--- src/rtl/usb_pktbuf_pkg.sv ---
package usb_pktbuf_pkg;
    typedef struct packed {
        logic dbl;
        logic clr_after_rd;
        logic discard;
    } pb_mode_t;
endpackage

--- src/rtl/pktbuf_ram.sv ---
module pktbuf_ram #(
    parameter int DW = 8,
    parameter int AW = 7
) (
    input  logic          clk,
    input  logic          we,
    input  logic [AW-1:0] waddr,
    input  logic [DW-1:0] wdata,
    input  logic [AW-1:0] raddr,
    output logic [DW-1:0] rdata
);
    localparam int WORDS = 1 << AW;
    logic [DW-1:0] mem [WORDS];

    always_ff @(posedge clk) begin
        if (we) mem[waddr] <= wdata;
    end

    assign rdata = mem[raddr];
endmodule

--- src/rtl/pktbuf_cfg.sv ---
module pktbuf_cfg
    import usb_pktbuf_pkg::*;
#(
    parameter int DEPTH = 64,
    parameter int CNT_W = $clog2(DEPTH + 1)
) (
    input  logic             clk,
    input  logic             rst_n,
    input  logic             cfg_wr,
    input  logic [CNT_W-1:0] cfg_size,
    input  logic [CNT_W-1:0] cfg_maxpkt,
    input  pb_mode_t         cfg_mode,
    output logic [CNT_W-1:0] size_q,
    output pb_mode_t         mode_q,
    output logic             err_q,
    output logic             apply
);
    typedef struct packed {
        logic [CNT_W-1:0] size;
        pb_mode_t         mode;
        logic             err;
    } cfg_st_t;

    cfg_st_t st_d, st_q;
    logic    valid;

    always_comb begin
        valid = (cfg_size >= cfg_maxpkt) && (cfg_size != '0)
              && (cfg_size <= CNT_W'(DEPTH));
        apply = cfg_wr && valid;
        st_d  = st_q;
        if (cfg_wr) begin
            st_d.err = !valid;
            if (valid) begin
                st_d.size = cfg_size;
                st_d.mode = cfg_mode;
            end
        end
    end

    always_ff @(posedge clk or negedge rst_n) begin
        if (!rst_n) begin
            st_q.size <= CNT_W'(DEPTH);
            st_q.mode <= '0;
            st_q.err  <= 1'b0;
        end else begin
            st_q <= st_d;
        end
    end

    assign size_q = st_q.size;
    assign mode_q = st_q.mode;
    assign err_q  = st_q.err;

    // a rejected write flags an error and keeps the old size
    a_r9_bad_cfg_kept: assert property (@(posedge clk) disable iff (!rst_n)
        cfg_wr && !valid |=> err_q && $stable(size_q));
endmodule

--- src/rtl/usb_pipe_pktbuf.sv ---
module usb_pipe_pktbuf
    import usb_pktbuf_pkg::*;
#(
    parameter int DW    = 8,
    parameter int DEPTH = 64,
    parameter int CNT_W = $clog2(DEPTH + 1)
) (
    input  logic             clk,
    input  logic             rst_n,
    input  logic             cfg_wr,
    input  logic [CNT_W-1:0] cfg_size,
    input  logic [CNT_W-1:0] cfg_maxpkt,
    input  logic             cfg_dbl,
    input  logic             cfg_clr_after_rd,
    input  logic             cfg_discard,
    input  logic             cpu_clr,
    input  logic             sie_clr,
    input  logic             sie_wr_en,
    input  logic [DW-1:0]    sie_wr_data,
    input  logic             sie_eop,
    input  logic             cpu_rd,
    output logic [DW-1:0]    cpu_rd_data,
    output logic             cpu_pkt_rdy,
    output logic [CNT_W-1:0] cpu_pkt_len,
    output logic             sie_bank_free,
    output logic             cfg_err
);
    // DEPTH is a power of two: a bank index is the top address bit
    localparam int IDX_W = $clog2(DEPTH);
    localparam int AW    = IDX_W + 1;

    typedef struct packed {
        logic [1:0][CNT_W-1:0] cnt;
        logic [1:0][CNT_W-1:0] rdp;
        logic [1:0]            rdy;
        logic                  cb;
        logic                  sb;
    } st_t;

    st_t              st_d, st_q;
    logic [CNT_W-1:0] size_q;
    pb_mode_t         mode_q, mode_in;
    logic             cfg_apply;
    logic             ram_we;
    logic [AW-1:0]    waddr, raddr;
    logic [DW-1:0]    ram_rdata;
    logic             sie_clr_hit, wr_ok, rd_ok, auto_clr, byte_avail;

    assign mode_in = '{dbl: cfg_dbl, clr_after_rd: cfg_clr_after_rd,
                       discard: cfg_discard};

    pktbuf_cfg #(.DEPTH(DEPTH), .CNT_W(CNT_W)) u_cfg (
        .clk        (clk),
        .rst_n      (rst_n),
        .cfg_wr     (cfg_wr),
        .cfg_size   (cfg_size),
        .cfg_maxpkt (cfg_maxpkt),
        .cfg_mode   (mode_in),
        .size_q     (size_q),
        .mode_q     (mode_q),
        .err_q      (cfg_err),
        .apply      (cfg_apply)
    );

    always_comb begin
        st_d        = st_q;
        ram_we      = 1'b0;
        sie_clr_hit = 1'b0;
        wr_ok       = 1'b0;
        rd_ok       = 1'b0;
        auto_clr    = 1'b0;
        if (cfg_apply) begin
            st_d = '0;
        end else begin
            sie_clr_hit = sie_clr && !st_q.rdy[st_q.sb];
            wr_ok = (sie_wr_en || sie_eop) && !st_q.rdy[st_q.sb]
                  && !sie_clr_hit && !(cpu_clr && (st_q.cb == st_q.sb));
            if (wr_ok && sie_wr_en && (st_q.cnt[st_q.sb] < size_q)) begin
                ram_we = 1'b1;
                st_d.cnt[st_q.sb] = st_q.cnt[st_q.sb] + CNT_W'(1);
            end
            if (wr_ok && sie_eop) begin
                if (mode_q.discard) begin
                    st_d.cnt[st_q.sb] = '0;
                end else begin
                    st_d.rdy[st_q.sb] = 1'b1;
                    if (mode_q.dbl) st_d.sb = ~st_q.sb;
                end
            end
            rd_ok = cpu_rd && !cpu_clr && st_q.rdy[st_q.cb]
                  && (st_q.rdp[st_q.cb] < st_q.cnt[st_q.cb]);
            if (rd_ok) begin
                st_d.rdp[st_q.cb] = st_q.rdp[st_q.cb] + CNT_W'(1);
                auto_clr = mode_q.clr_after_rd
                         && (st_q.rdp[st_q.cb] + CNT_W'(1) == st_q.cnt[st_q.cb]);
            end
            if (cpu_clr || auto_clr) begin
                st_d.cnt[st_q.cb] = '0;
                st_d.rdp[st_q.cb] = '0;
                st_d.rdy[st_q.cb] = 1'b0;
                if (mode_q.dbl && st_q.rdy[st_q.cb]) st_d.cb = ~st_q.cb;
            end
            if (sie_clr_hit) begin
                st_d.cnt[st_q.sb] = '0;
                st_d.rdp[st_q.sb] = '0;
            end
        end
    end

    always_ff @(posedge clk or negedge rst_n) begin
        if (!rst_n) st_q <= '0;
        else        st_q <= st_d;
    end

    assign waddr = {st_q.sb, st_q.cnt[st_q.sb][IDX_W-1:0]};
    assign raddr = {st_q.cb, st_q.rdp[st_q.cb][IDX_W-1:0]};

    pktbuf_ram #(.DW(DW), .AW(AW)) u_ram (
        .clk   (clk),
        .we    (ram_we),
        .waddr (waddr),
        .wdata (sie_wr_data),
        .raddr (raddr),
        .rdata (ram_rdata)
    );

    assign byte_avail    = st_q.rdy[st_q.cb] && (st_q.rdp[st_q.cb] < st_q.cnt[st_q.cb]);
    assign cpu_rd_data   = byte_avail ? ram_rdata : '0;
    assign cpu_pkt_rdy   = st_q.rdy[st_q.cb];
    assign cpu_pkt_len   = st_q.cnt[st_q.cb];
    assign sie_bank_free = !st_q.rdy[st_q.sb];

    // no bank ever holds more than the configured size
    a_r3_cnt_within_size: assert property (@(posedge clk) disable iff (!rst_n)
        (st_q.cnt[0] <= size_q) && (st_q.cnt[1] <= size_q));

    // single-bank CPU clear leaves nothing behind
    a_r4_cpu_clr_empties: assert property (@(posedge clk) disable iff (!rst_n)
        !mode_q.dbl && cpu_clr && !cfg_apply |=> !cpu_pkt_rdy && (cpu_pkt_len == '0));

    // an SIE clear never disturbs a ready CPU packet
    a_r5_sie_clr_spares_cpu: assert property (@(posedge clk) disable iff (!rst_n)
        sie_clr && cpu_pkt_rdy && !cpu_clr && !cpu_rd && !cfg_apply
        |=> cpu_pkt_rdy && $stable(cpu_pkt_len));

    // discard mode never presents a packet
    a_r7_discard_never_ready: assert property (@(posedge clk) disable iff (!rst_n)
        mode_q.discard |-> !cpu_pkt_rdy);

    // clear beats a same-cycle write on a single bank
    a_r10_clear_beats_write: assert property (@(posedge clk) disable iff (!rst_n)
        !mode_q.dbl && sie_clr && !cpu_pkt_rdy && !cfg_apply |=> (cpu_pkt_len == '0));
endmodule

--- config.mk ---
export PLATFORM = sky130hd
export DESIGN_NAME = usb_pipe_pktbuf
export DESIGN_NICKNAME = d
export VERILOG_FILES = /design/src/rtl/usb_pktbuf_pkg.sv /design/src/rtl/pktbuf_ram.sv /design/src/rtl/pktbuf_cfg.sv /design/src/rtl/usb_pipe_pktbuf.sv
export SDC_FILE = /design/constraint.sdc
export NUM_CORES = 1
export LEC_CHECK = 0
export ABC_AREA = 1
export BUFFER_PORTS_ARGS = -buffer_cell sky130_fd_sc_hd__buf_2
export CORE_UTILIZATION = 57
export CTS_CLUSTER_DIAMETER = 50
export DETAILED_ROUTE_END_ITERATION = 10
export PLACE_DENSITY_LB_ADDON = 0.25
export SETUP_SLACK_MARGIN = 0.02
export SLEW_MARGIN = 20
export SYNTH_ARGS = -nofsm -noshare
export SYNTH_HDL_FRONTEND = slang
export SYNTH_SLANG_ARGS = --single-unit
--- constraint.sdc ---
create_clock -name clk -period 3.3 [get_ports clk]
set_input_delay 0.66 -clock clk [delete_from_list [all_inputs] [get_ports clk]]
set_output_delay 0.66 -clock clk [all_outputs]
set_load 0.01 [all_outputs]
==> key figures <==
STA
  – Worst-Margin Slew: 0.835 ns
  – Final min period: 3.92 ns
  – Final Hold Viols: 26
  – RSZ-0062 raised after global routing: yes
  – Slew HR: 0.443
  – Final setup vio count: 8
  – Clock Skew: 0.0305 ns
  – Worst hold margin: -0.0285 ns
  – Final period utilization: 1.19
  – Setup WS post-layout: -0.620 ns
  – Final slew viol count: 0
  – Maximum clock rate: 255 MHz

Yosys
  – Yosys top cell by area: edfxtp_1
  – Multiplexer share of the synthesized area: 0
  – Synth Warn #: 0
  – Avg Cell Area, Syn: 11.2 sq um
  – Synth Area in XOR/XNOR: 0.000971
  – Main combinational cell family by area after synthesis: simple AND/OR/NAND/NOR gates
  – Ys flop type: edfxtp_1
  – Synth cell types: 33
  – Post-synthesis compound-gate area fraction: 0.0181
  – Commonest cells post-synth: 1163 x nand2_1, 1024 x edfxtp_1, 987 x nand3_1
  – Post-synth top area share: 0.682
  – Synth Instances: 4035
  – Asr flop ratio synth: 0.0403
  – Post-synthesis adder-cell area fraction: 0.00610
  – Simple-gate share of the synthesized area: 0.232
  – Sequential share of the synthesized area: 0.706
  – Post-synth EDFFs: 1024
  – Count of state elements after synthesis: 1067
  – Synth top area cells: edfxtp_1 68%, nand3_1 11%, nand2_1 9.7%, dfrtp_1 2.3%, nor2_1 2.0%
  – Cell area after synthesis: 45100 sq um
  – Post-Syn Nets: 4090
  – Most numerous cell in the Yosys netlist: nand2_1

Critical path
  – Worst reg2reg endpoint: u_ram.mem[127][1]$_DFFE_PP_
  – Worst path max stage delay: 0.46 ns
  – R2R setup slack: 0.13 ns
  – CP top delay family: simple AND/OR/NAND/NOR gates
  – CP arrival: 3.26 ns
  – Most frequent CP cell: nand3_1
  – CP Class: register to output pin
  – Critical path data required time: 2.64 ns
  – Crit start category: register
  – Crit Path Max Fanout: 16
  – Reg2reg start: st_q[0]$_DFFE_PN0P_
  – Slowest CP cell: dfrtp_2
  – Setup crit end kind: output pin
  – R2r worst-path depth: 12
  – CP Depth: 15
  – Buffers & Inverters on Critical Path: 5
  – Worst path cell trace: buf_4 > nand2_4 > nand2_8 > buf_12 > buf_12 > nand2_1 > nand3_1 > nand3_2 > nand3_1 > nand3_1 > nand3_1 > nand3_1 > a21boi_2 > buf_4 > buf_2

Die
  – Die Y: 283 um
  – DIE AREA: 80200 sq um
  – CORE AREA: 77800 sq um
  – # IOs: 51
  – Die W: 283 um
  – Cell Rows: 102
  – Starting Density: 0.579

Clock network
  – CTS tree: built
  – Hold_buf cts: 0
  – Worst-skew pair later-pin latency: 0.70 ns
  – Root Buffer: clkbuf_16
  – CTS buffer count: 111
  – Clk sinks: 1067
  – Clock buffer depth: 3
  – H-tree depth: 3
  – Clk pin slew, worst setup/hold paths: 0.06 ns

Worst hold path
  – Worst Hold Class: primary input to async pin

Finish
  – Layout area overhead: 22.9%
  – Layout fillers: 5050
  – Final non-filler cell total: 5577
  – Fin nets: 4495
  – Layout cells sized above 1: 0.196
  – Multi-input gate area: 12500 sq um
  – Design Area, Final: 55400 sq um
  – Register area: 31800 sq um

Placed design
  – Post-DP Area: 49500 sq um
  – HPWL Detailed: 77400 um
  – Placed insts: 5310
  – GP Congestion: 0.930
  – Port bufs: 50

Global routing
  – Total Routing Usage GR: 0.317
  – Grt ovf: 0
  – Vias in the first global route: 32.8k
  – Initial antenna violation count: 1
  – First-pass GRT wire length: 193000 um
  – Largest net degree at the start of global routing: 129

Drt
  – # DRC: 0
  – Routed vias: 34.3k
  – Post-DR wirelength/cell: 23.8 um
  – Total wire length: 133000 um
  – Final ANT Viol Nets: 0
  – Routed vias/inst: 6.15
  – DRT Pass-1 Iters: 7
  – Starting DRC count in detailed routing: 4864

Status
  – Outcome: complete, but fails checks
  – Failing checks: hold timing, setup timing

Pwr
  – Pwr/cell area: 808 nW/um^2
  – Leakage: 0.0206 uW
  – VDD IR max: 591 uV

Run
  – Max-Cap Viols: 0
-- where the power goes --
group | total [uW] | internal, uW | switching, uW
clock | 13100 | 7700 | 5410
sequential | 15100 | 15000 | 100
combinational | 16600 | 6080 | 10500
total | 44800 | 28800 | 16000
-- through the flow --
stage / power, uW / setup WS (ns) / setup TNS, ns / util
after floorplan: 22900 / 0.0982 / 0 / -
after global placement: 28600 / -0.178 / -0.921 / 0.636
after detailed placement: 28800 / -0.232 / -1.36 / 0.636
after CTS: 42700 / -0.533 / -4.19 / 0.695
after global routing: 46200 / -0.706 / -5.41 / 0.712
final: 44800 / -0.620 / -4.53 / 0.712
-- flip-flops by register name (all words and copies together) (netlist names) --
name          count
u_ram.mem      1024
u_cfg.size_q      7
u_cfg.err_q       1
raddr             1
st_q             31
u_cfg.mode_q      3
-- cell type report --
class	count	share of cell area
clock buffer	128	0.0518
inverter	127	0.00921
tap	1040	0.0235
timing repair buffer	538	0.0984
antenna	1	0.0000452
clock inverter	81	0.0178
sequential	1067	0.574
multi-input combinational	2595	0.225
-- worst max path at each step --
stage / slack [ns] / end / startpoint
after floorplan: 0.1 / cpu_rd_data[0] / raddr[6]$_DFFE_PN0P_
after global placement: -0.18 / cpu_rd_data[0] / raddr[6]$_DFFE_PN0P_
after detailed placement: -0.23 / cpu_rd_data[0] / raddr[6]$_DFFE_PN0P_
after CTS: -0.53 / cpu_rd_data[1] / raddr[6]$_DFFE_PN0P_
after global routing: -0.71 / cpu_rd_data[3] / raddr[6]$_DFFE_PN0P_
final: -0.62 / cpu_rd_data[5] / raddr[6]$_DFFE_PN0P_
-- cell families (layout without fill, tap and decap cells) --
family / count (synthesis) / count (layout)
xor+xnor: 5 / 5
fa+ha+maj: 22 / 22
simple gates: 2430 / 2431
flops: 1067 / 1067
other cells: 0 / 1
compound gates: 137 / 137
buf+inv: 374 / 874
-- routing by layer --
layer / GRT usage / up-vias / wire length, um
met4: 0.139 / 2 / 5800
li1: - / 15000 / -
met5: 0 / - / 11
met1: 0.433 / 16500 / 49200
met3: 0.0583 / 376 / 15700
met2: 0.501 / 2427 / 62000
-- what timing repair did --
item,4_1_cts,5_1_grt
gates cloned,9,15
setup endpoints to repair,60,623
buffers inserted,12,21
resized for setup,102,141
pin swaps,15,23
-- layout by cell type, fill, tap and decap left out, types with 5 or more instances in the layout --
cell,Yosys,layout
nand3_2,0,81
nand4_1,13,13
nand3_1,987,891
buf_2,142,39
clkbuf_16,0,126
dfrtp_1,42,41
buf_16,0,15
ha_1,22,21
nor2_1,238,227
clkinv_4,0,6
xor2_1,5,5
buf_4,17,381
inv_1,124,121
clkbuf_1,58,14
a31oi_1,5,5
o21a_1,6,6
buf_12,0,62
o21ai_1,6,5
a21oi_1,27,25
clkinvlp_4,0,9
clkinv_1,0,16
nand2_2,17,17
o21ai_0,55,50
nor2_2,2,9
buf_6,3,20
bufinv_16,0,18
o211ai_1,26,26
nand3_4,0,15
edfxtp_1,1024,1024
clkinv_2,0,23
o21ai_2,3,7
nand2_4,2,10
nand2_1,1163,1152
Note: power is estimated with default switching activity, not from simulation.
